File: src/rtl/ks_pkg.sv
package ks_pkg;
  localparam int NUM_LANES = 3;

  typedef enum logic [1:0] {
    PH_IDLE = 2'd0,
    PH_LOAD = 2'd1,
    PH_WARM = 2'd2,
    PH_RUN  = 2'd3
  } phase_e;

  function automatic int lane_len(input int idx);
    case (idx)
      0:       return 19;
      1:       return 22;
      default: return 23;
    endcase
  endfunction

  // feedback tap masks, bit n set when stage n feeds the XOR
  function automatic logic [31:0] lane_taps(input int idx);
    case (idx)
      0:       return 32'h0007_2000;
      1:       return 32'h0030_0000;
      default: return 32'h0070_0080;
    endcase
  endfunction

  function automatic int lane_cpos(input int idx);
    case (idx)
      0:       return 8;
      default: return 10;
    endcase
  endfunction
endpackage

File: src/rtl/lfsr_lane.sv
module lfsr_lane #(
  parameter int          LEN  = 19,
  parameter logic [31:0] TAPS = 32'h0007_2000,
  parameter int          CPOS = 8
) (
  input  logic clk,
  input  logic clear,
  input  logic shift,
  input  logic inject,
  output logic clk_bit,
  output logic msb
);
  logic [LEN-1:0] state_q;
  logic           fb;

  assign fb = ^(state_q & TAPS[LEN-1:0]);

  always_ff @(posedge clk) begin
    if (clear)      state_q <= '0;
    else if (shift) state_q <= {state_q[LEN-2:0], fb ^ inject};
  end

  assign clk_bit = state_q[CPOS];
  assign msb     = state_q[LEN-1];
endmodule

File: src/rtl/maj3_vote.sv
module maj3_vote (
  input  logic [2:0] bits_i,
  output logic [2:0] agree_o
);
  logic maj;
  assign maj = (bits_i[0] & bits_i[1]) | (bits_i[0] & bits_i[2]) | (bits_i[1] & bits_i[2]);

  for (genvar k = 0; k < 3; k++) begin : g_agree
    assign agree_o[k] = ~(bits_i[k] ^ maj);
  end
endmodule

File: src/rtl/ks_majority_gen.sv
module ks_majority_gen
  import ks_pkg::*;
#(
  parameter int KEY_BITS   = 64,
  parameter int FRAME_BITS = 22,
  parameter int WARM_STEPS = 100
) (
  input  logic       clk,
  input  logic       rst,
  input  logic       init_start,
  input  logic       in_valid,
  input  logic       in_bit,
  output logic       in_ready,
  output logic       out_valid,
  input  logic       out_ready,
  output logic       out_bit,
  output logic [2:0] agree_mask
);
  localparam int LOAD_BITS = KEY_BITS + FRAME_BITS;
  localparam int CNT_MAX   = (LOAD_BITS > WARM_STEPS) ? LOAD_BITS : WARM_STEPS;
  localparam int CNT_W     = $clog2(CNT_MAX + 1);

  phase_e                 phase_q;
  logic [CNT_W-1:0]       cnt_q;
  logic [NUM_LANES-1:0]   clk_bits, msbs, shift_en, agree;
  logic                   accept, inject, clear;

  assign accept = in_valid && (phase_q == PH_LOAD);
  assign inject = accept && in_bit;
  assign clear  = rst || init_start;

  for (genvar g = 0; g < NUM_LANES; g++) begin : g_lane
    lfsr_lane #(
      .LEN (lane_len(g)),
      .TAPS(lane_taps(g)),
      .CPOS(lane_cpos(g))
    ) i_lane (
      .clk    (clk),
      .clear  (clear),
      .shift  (shift_en[g]),
      .inject (inject),
      .clk_bit(clk_bits[g]),
      .msb    (msbs[g])
    );
  end

  maj3_vote i_vote (
    .bits_i (clk_bits),
    .agree_o(agree)
  );

  always_comb begin
    case (phase_q)
      PH_LOAD: shift_en = {NUM_LANES{accept}};
      PH_WARM: shift_en = agree;
      PH_RUN:  shift_en = out_ready ? agree : '0;
      default: shift_en = '0;
    endcase
  end

  always_ff @(posedge clk) begin
    if (clear) begin
      phase_q <= rst ? PH_IDLE : PH_LOAD;
      cnt_q   <= '0;
    end else begin
      case (phase_q)
        PH_LOAD: if (accept) begin
          if (cnt_q == CNT_W'(LOAD_BITS - 1)) begin
            phase_q <= PH_WARM;
            cnt_q   <= '0;
          end else begin
            cnt_q <= cnt_q + 1'b1;
          end
        end
        PH_WARM: begin
          if (cnt_q == CNT_W'(WARM_STEPS - 1)) begin
            phase_q <= PH_RUN;
            cnt_q   <= '0;
          end else begin
            cnt_q <= cnt_q + 1'b1;
          end
        end
        default: ;
      endcase
    end
  end

  assign in_ready   = (phase_q == PH_LOAD);
  assign out_valid  = (phase_q == PH_RUN);
  assign out_bit    = ^msbs;
  assign agree_mask = agree;
endmodule

File: config.mk
export PLATFORM = sky130hd
export DESIGN_NAME = ks_majority_gen
export DESIGN_NICKNAME = d
export VERILOG_FILES = /design/src/rtl/ks_pkg.sv /design/src/rtl/lfsr_lane.sv /design/src/rtl/maj3_vote.sv /design/src/rtl/ks_majority_gen.sv
export SDC_FILE = /design/constraint.sdc
export NUM_CORES = 1
export LEC_CHECK = 0
export CAP_MARGIN = 20
export CORE_MARGIN = 1.5
export CORE_UTILIZATION = 45
export CTS_CLUSTER_DIAMETER = 80
export DETAILED_ROUTE_END_ITERATION = 8
export DONT_BUFFER_PORTS = 1
export MAX_ROUTING_LAYER = met4
export SYNTH_ARGS = -nofsm -noshare
export SYNTH_HDL_FRONTEND = slang
export SYNTH_SLANG_ARGS = --single-unit
File: constraint.sdc
create_clock -name clk -period 3.2 [get_ports clk]
set_clock_uncertainty 0.2 [all_clocks]
set_input_delay 0.96 -clock clk [delete_from_list [all_inputs] [get_ports clk]]
set_output_delay 0.96 -clock clk [all_outputs]
set_load 0.03 [all_outputs]
==> metrics, run 1 <==
outcome finished, violations left; violated checks design-rule violations; Hold Crit Depth 2; GRT Util Overall 0.1490; area grow syn2layout 7.884%; layout cells sized above 1 0.1024; slowest stage delay, CP 490 ps; Placer Congestion 0.8012; maximum clock path buffer count 2; Reg-to-Reg Start phase_q[1]; Final min period 2725 ps; Pleak 1.341 nW; Die H 84.86 um; WS Path Type flip-flop to output pin; Worst Hold Slack 279.1 ps; layout net count 296; worst rel slew slack 0.5306; hold wc startpoint g_lane[2].i_lane.state_q[0]; vias in the first global route 1,782; pin count of the biggest net entering global routing 29; worst slew pin tran 699.0 ps; fraction of registers with async set or reset after synthesis 0; switching power 0.4243 mW; crit-path cells or3b_2 -> and2_1; commonest non-fill, non-tap cells in the layout 71 x dfxtp_1, 70 x nor2_1, 63 x mux2i_1; critical path fanouts, max 8; CP arrival 1570 ps; data required time of the critical path 2040 ps; top cell type's share of synthesized area 0.4714; Post-Synth Adder-Cell Area 0.008299; first-pass GRT wire length 8266 um; worst setup margin 474.8 ps; EDFF count, synth 2; initial core utilization 0.4695; final wirelength 4611 um; sequential fraction of the synthesis area 0.4913; fmax 366.9 MHz; hpwl dp 2980 um; antenna violations before repair 0; RSZ-0062 raised after global routing false; n_diodes 0; I/O pin count 12; slowest stage cell, crit path or3b_2; Worst-path clk slew 70 ps; area taken by multi-input logic gates 1409 sq um; top post-synthesis cells by area dfxtp_1 47%, mux2i_1 21%, nor2_1 8.7%; post-synth top area cell dfxtp_1; GRT overflow 0; Post-Synth XOR/XNOR Area 0.04938; R2R setup slack 990 ps; reg2reg end phase_q[0]; layout filler cell count 615; setup tns final 0 ps; Ys Warns 0; VDD IR max 0.2543 mV; Cells after Synth 287; via/cell ratio 4.962; Synth Cell Area 3015 sq um; total number of vias 1,836; DR iter-0 viols 55; Flop pwr share 0.512; routed length per instance 12.46 um; DRT antenna net count 0; clock share of power 0.412; First-pass DRT Iterations 6; CTS Buf Count 9; Worst-Skew Late Latency 330 ps; Syn Area/Cell 10.51 sq um; Logic pwr share 0.076; clock sinks 73; Post-Synth Simple-Gate Area 0.1510; mux contribution to synthesized area 0.2091; Switching Share 0.2353; most common cell after layout, fill and taps aside dfxtp_1; Yosys reg bits 73; complex-gate fraction of the synthesized area 0.04938; Rows 29; Pint 1.379 mW; Hold Fails Final Rpt 0; Pwr per Cell Area 554.3 nW/um^2; synth unique cells 36; Die Width 84.86 um; Clk Tree Root Cell clkbuf_8; Post-CTS Setup Bufs 0; CTS tree built; total area of sequential cells 1481 sq um; Worst Hold Path EP g_lane[2].i_lane.state_q[0]; largest family of logic cells by synthesized area multiplexers; area of the core 6422 sq um; pre-CTS setup slack 681.3 ps; Final Max Slew Viols 0; Synth Flop Type dfxtp_1; # DRC 2; max cap viols 0; Critical Path Sink Type output pin; Hold Crit Class flip-flop to flip-flop; buffers added on ports 0; Worst Reg2Reg Path Length in Cells 4; crit path launch type flip-flop; Mapped Nets 295; fin crit share 0.8516; die area 7201 sq um; CTS resizes 0; H-tree levels 3; Final setup viols 0; Hold Buf Count CTS 0
-- per-layer routing --
metal / wire [um] / GRT usage / up-vias
met3: 139 / 0.04767 / 7
met4: 61 / 0.06259 / 0
met1: 2391 / 0.1853 / 840
li1: - / - / 976
met5: 0 / - / -
met2: 2018 / 0.2240 / 13
-- Yosys cell counts (2+ instances only) --
master      n
a21oi_1     4
a41oi_2     2
and2_1      3
and3_1      2
buf_4       4
buf_6       2
clkbuf_1    8
dfxtp_1    71
edfxtp_1    2
ha_1        2
inv_1       2
mux2i_1    63
nand2_1     2
nand2b_1    2
nand3_1     2
nand3b_1    4
nor2_1     70
nor2b_1     2
o2111ai_1   3
o21ai_0     4
o31ai_1     3
xnor2_1    11
xor2_1      6
-- worst max-delay path: cells and delay by family (launching register included) --
family	cells	cell delay (ps)
flip-flops	1	470
AND/OR/NAND/NOR	2	760
-- sequential cells by signal, summed over array words and instances (netlist names) --
name and cells:
g_lane.i_lane.state_q 64, cnt_q 7, phase_q 2
-- power by group through the flow --
stage               Sequential, mW  Combinational [mW]  Clock (mW)
floorplan                    0.939               0.140           0
detailed placement           0.944               0.138           0
global route                 0.923               0.148       0.813
global placement             0.944               0.139           0
CTS                          0.923               0.138       0.771
finish                       0.923               0.138       0.743
-- worst max path at each step --
stage | startpoint | to | slack [ps] | depth (start not counted)
final | g_lane[0].i_lane.state_q[8] | agree_mask[0] | 470 | 2
after global routing | g_lane[0].i_lane.state_q[8] | agree_mask[0] | 380 | 2
after CTS | g_lane[0].i_lane.state_q[8] | agree_mask[0] | 440 | 2
after detailed placement | out_ready | g_lane[2].i_lane.state_q[8] | 680 | 5
after global placement | out_ready | g_lane[2].i_lane.state_q[19] | 700 | 5
after floorplan | in_valid | phase_q[0] | 710 | 4
-- cell type report --
| class | instances | area share |
|---|---|---|
| multi-input combinational | 196 | 0.4331 |
| sequential | 73 | 0.4554 |
| inverter | 2 | 0.002308 |
| clock inverter | 5 | 0.01923 |
| tap | 77 | 0.02962 |
| clock buffer | 11 | 0.04654 |
| timing repair buffer | 6 | 0.01385 |
-- cell families after synthesis --
| kind of cell | count (synthesis) |
|---|---|
| multiplexers | 63 |
| buffers and inverters | 18 |
| AO/OA/AOI/OAI | 17 |
| flip-flops | 73 |
| adder cells (fa/ha/maj) | 2 |
| AND/OR/NAND/NOR | 97 |
| XOR/XNOR | 17 |
-- per-stage QoR --
stage	std cells	power (mW)	cell area (sq um)	util
final	370	1.803	3253	0.5065
after global routing	370	1.885	3253	0.5065
after CTS	370	1.832	3253	0.5065
after detailed placement	354	1.083	3039	0.4732
after global placement	354	1.083	3039	0.4732
after floorplan	287	1.079	3015	-
(Power assumes the default switching activity.)
==> run 2: changes to the inputs <==
CORE_UTILIZATION = 36   (was 45)
==> metrics, run 2 (same netlist as run 1, synthesis figures left out) <==
Post-CTS Setup Bufs 0 (unchanged); GRT Util Overall 0.1207 (was 0.1490); area of the core 8175 sq um (was 6422 sq um); DR iter-0 viols 78 (was 55); CTS tree built (unchanged); fmax 367.7 MHz (was 366.9 MHz); layout cells sized above 1 0.1024 (unchanged); Biggest register g_lane.i_lane.state_q (unchanged); number of flip-flops under the largest register name 64 (unchanged); Die Width 94.52 um (was 84.86 um); First-pass DRT Iterations 5 (was 6); area grow syn2layout 8.382% (was 7.884%); commonest non-fill, non-tap cells in the layout 71 x dfxtp_1, 70 x nor2_1, 63 x mux2i_1 (unchanged); GRT overflow 0 (unchanged); layout net count 296 (unchanged); Worst-Skew Late Latency 340 ps (was 330 ps); slowest stage delay, CP 490 ps (about the same); Hold Crit Class flip-flop to flip-flop (unchanged); setup tns final 0 ps (unchanged); crit path launch type flip-flop (unchanged); slowest stage cell, crit path or3b_2 (unchanged); Final setup viols 0 (unchanged); CTS resizes 0 (unchanged); VDD IR max 0.1880 mV (was 0.2543 mV); Rows 33 (was 29); Worst-path clk slew 80 ps (was 70 ps); # DRC 0 (was 2); critical path fanouts, max 8 (unchanged); die area 8934 sq um (was 7201 sq um); hpwl dp 3073 um (was 2980 um); Flop pwr share 0.525 (was 0.512); DRT antenna net count 0 (unchanged); crit-path cells or3b_2 -> and2_1 (unchanged); clock sinks 73 (unchanged); antenna violations before repair 0 (unchanged); outcome complete, no violations (was finished, violations left); clock share of power 0.397 (was 0.412); delay-heaviest family, CP simple AND/OR/NAND/NOR gates (unchanged); Critical Path Sink Type output pin (unchanged); Logic pwr share 0.078 (was 0.076); vias in the first global route 1,695 (was 1,782); maximum clock path buffer count 2 (unchanged); RSZ-0062 raised after global routing false (unchanged); Pwr per Cell Area 537.9 nW/um^2 (was 554.3 nW/um^2); routed length per instance 11.63 um (was 12.46 um); Pint 1.332 mW (was 1.379 mW); H-tree levels 3 (unchanged); CP arrival 1560 ps (was 1570 ps); data required time of the critical path 2040 ps (about the same); Switching Share 0.2422 (was 0.2353); Final Max Slew Viols 0 (unchanged); pin count of the biggest net entering global routing 38 (was 29); Hold Buf Count CTS 0 (unchanged); Worst Reg2Reg Path Length in Cells 4 (unchanged); max cap viols 0 (unchanged); Buf/Inv on CP 0 (unchanged); Hold Crit Depth 2 (unchanged); most common cell after layout, fill and taps aside dfxtp_1 (unchanged); n_diodes 0 (unchanged); Largest regs g_lane.i_lane.state_q x64, cnt_q x7, phase_q x2 (unchanged); total number of vias 1,853 (was 1,836); final wirelength 4627 um (was 4611 um); Hold Fails Final Rpt 0 (unchanged); layout filler cell count 811 (was 615); Die H 94.52 um (was 84.86 um); Clk Tree Root Cell clkbuf_8 (unchanged); first-pass GRT wire length 7962 um (was 8266 um); CTS Buf Count 9 (unchanged); design area 3268 sq um (was 3253 sq um); fin crit share 0.8499 (was 0.8516); worst rel slew slack 0.5178 (was 0.5306); CP Depth 2 (unchanged); Placer Congestion 0.7780 (was 0.8012); via/cell ratio 4.656 (was 4.962); Placed Area 3074 sq um (was 3039 sq um); WS Path Type flip-flop to output pin (unchanged); Final min period 2720 ps (was 2725 ps); switching power 0.4258 mW (was 0.4243 mW); Tot Pwr 1.758 mW (was 1.803 mW); initial core utilization 0.3688 (was 0.4695); worst slew pin tran 718.1 ps (was 699.0 ps); buffers added on ports 0 (unchanged); I/O pin count 12 (unchanged); Pleak 1.338 nW (was 1.341 nW)
-- run 2: cell types whose count changed in the layout (fill, tap and decap cells not counted), sizes merged --
cell / before / now
clkinv: 1 / 4
clkbuf: 11 / 9
clkinvlp: 2 / 1
-- run 2: routing by layer --
metal / share of wire / up-vias / GRT usage
met5: 0 / - / -
met4: 0.017 / 0 / 0.07090
met3: 0.022 / 7 / 0.03623
met2: 0.43 / 13 / 0.1685
met1: 0.54 / 854 / 0.1530
li1: - / 979 / -
-- run 2: path summary, 6_finish.rpt --
path                               start                          end  slack, ps
min          g_lane[0].i_lane.state_q[0]  g_lane[0].i_lane.state_q[0]        270
max          g_lane[0].i_lane.state_q[8]                agree_mask[0]        480
min reg2reg  g_lane[0].i_lane.state_q[0]  g_lane[0].i_lane.state_q[0]        270
max reg2reg                   phase_q[1]                   phase_q[1]       1040
-- run 2: area by class of cell --
type | instances | area [sq um] | share of cell area
Inverter | 2 | 7.507 | 0.002297
Sequential cell | 73 | 1481 | 0.4533
Timing Repair Buffer | 6 | 45.04 | 0.01378
Tap cell | 105 | 131.4 | 0.04020
Clock inverter | 7 | 70.07 | 0.02144
Multi-Input combinational cell | 196 | 1409 | 0.4311
Clock buffer | 9 | 123.9 | 0.03790
-- run 2: worst reg2reg max path: stages, from the launching register on --
cell and delay, ps:
edfxtp_1 560, and3b_1 550, nor2_1 140, o31ai_1 260
buf_4 190
-- run 2: power by group through the flow --
| stage | clock network, mW | registers (mW) | logic, mW |
|---|---|---|---|
| 6_report | 0.697 | 0.923 | 0.138 |
| 3_3_place_gp | 0 | 0.944 | 0.139 |
| 5_1_grt | 0.771 | 0.924 | 0.146 |
| 2_1_floorplan | 0 | 0.939 | 0.140 |
| 4_1_cts | 0.726 | 0.923 | 0.139 |
| 3_5_place_dp | 0 | 0.944 | 0.139 |
-- run 2: through the flow --
stage            util  instances  hold slack, ps  worst slack (ps)
2_1_floorplan       -        287           244.4             709.2
3_3_place_gp   0.3760        382           256.0             702.6
3_5_place_dp   0.3760        382           266.6             688.5
4_1_cts        0.3998        398           277.5             443.4
5_1_grt        0.3998        398           285.5             406.9
6_report       0.3998        398           273.8             480.5
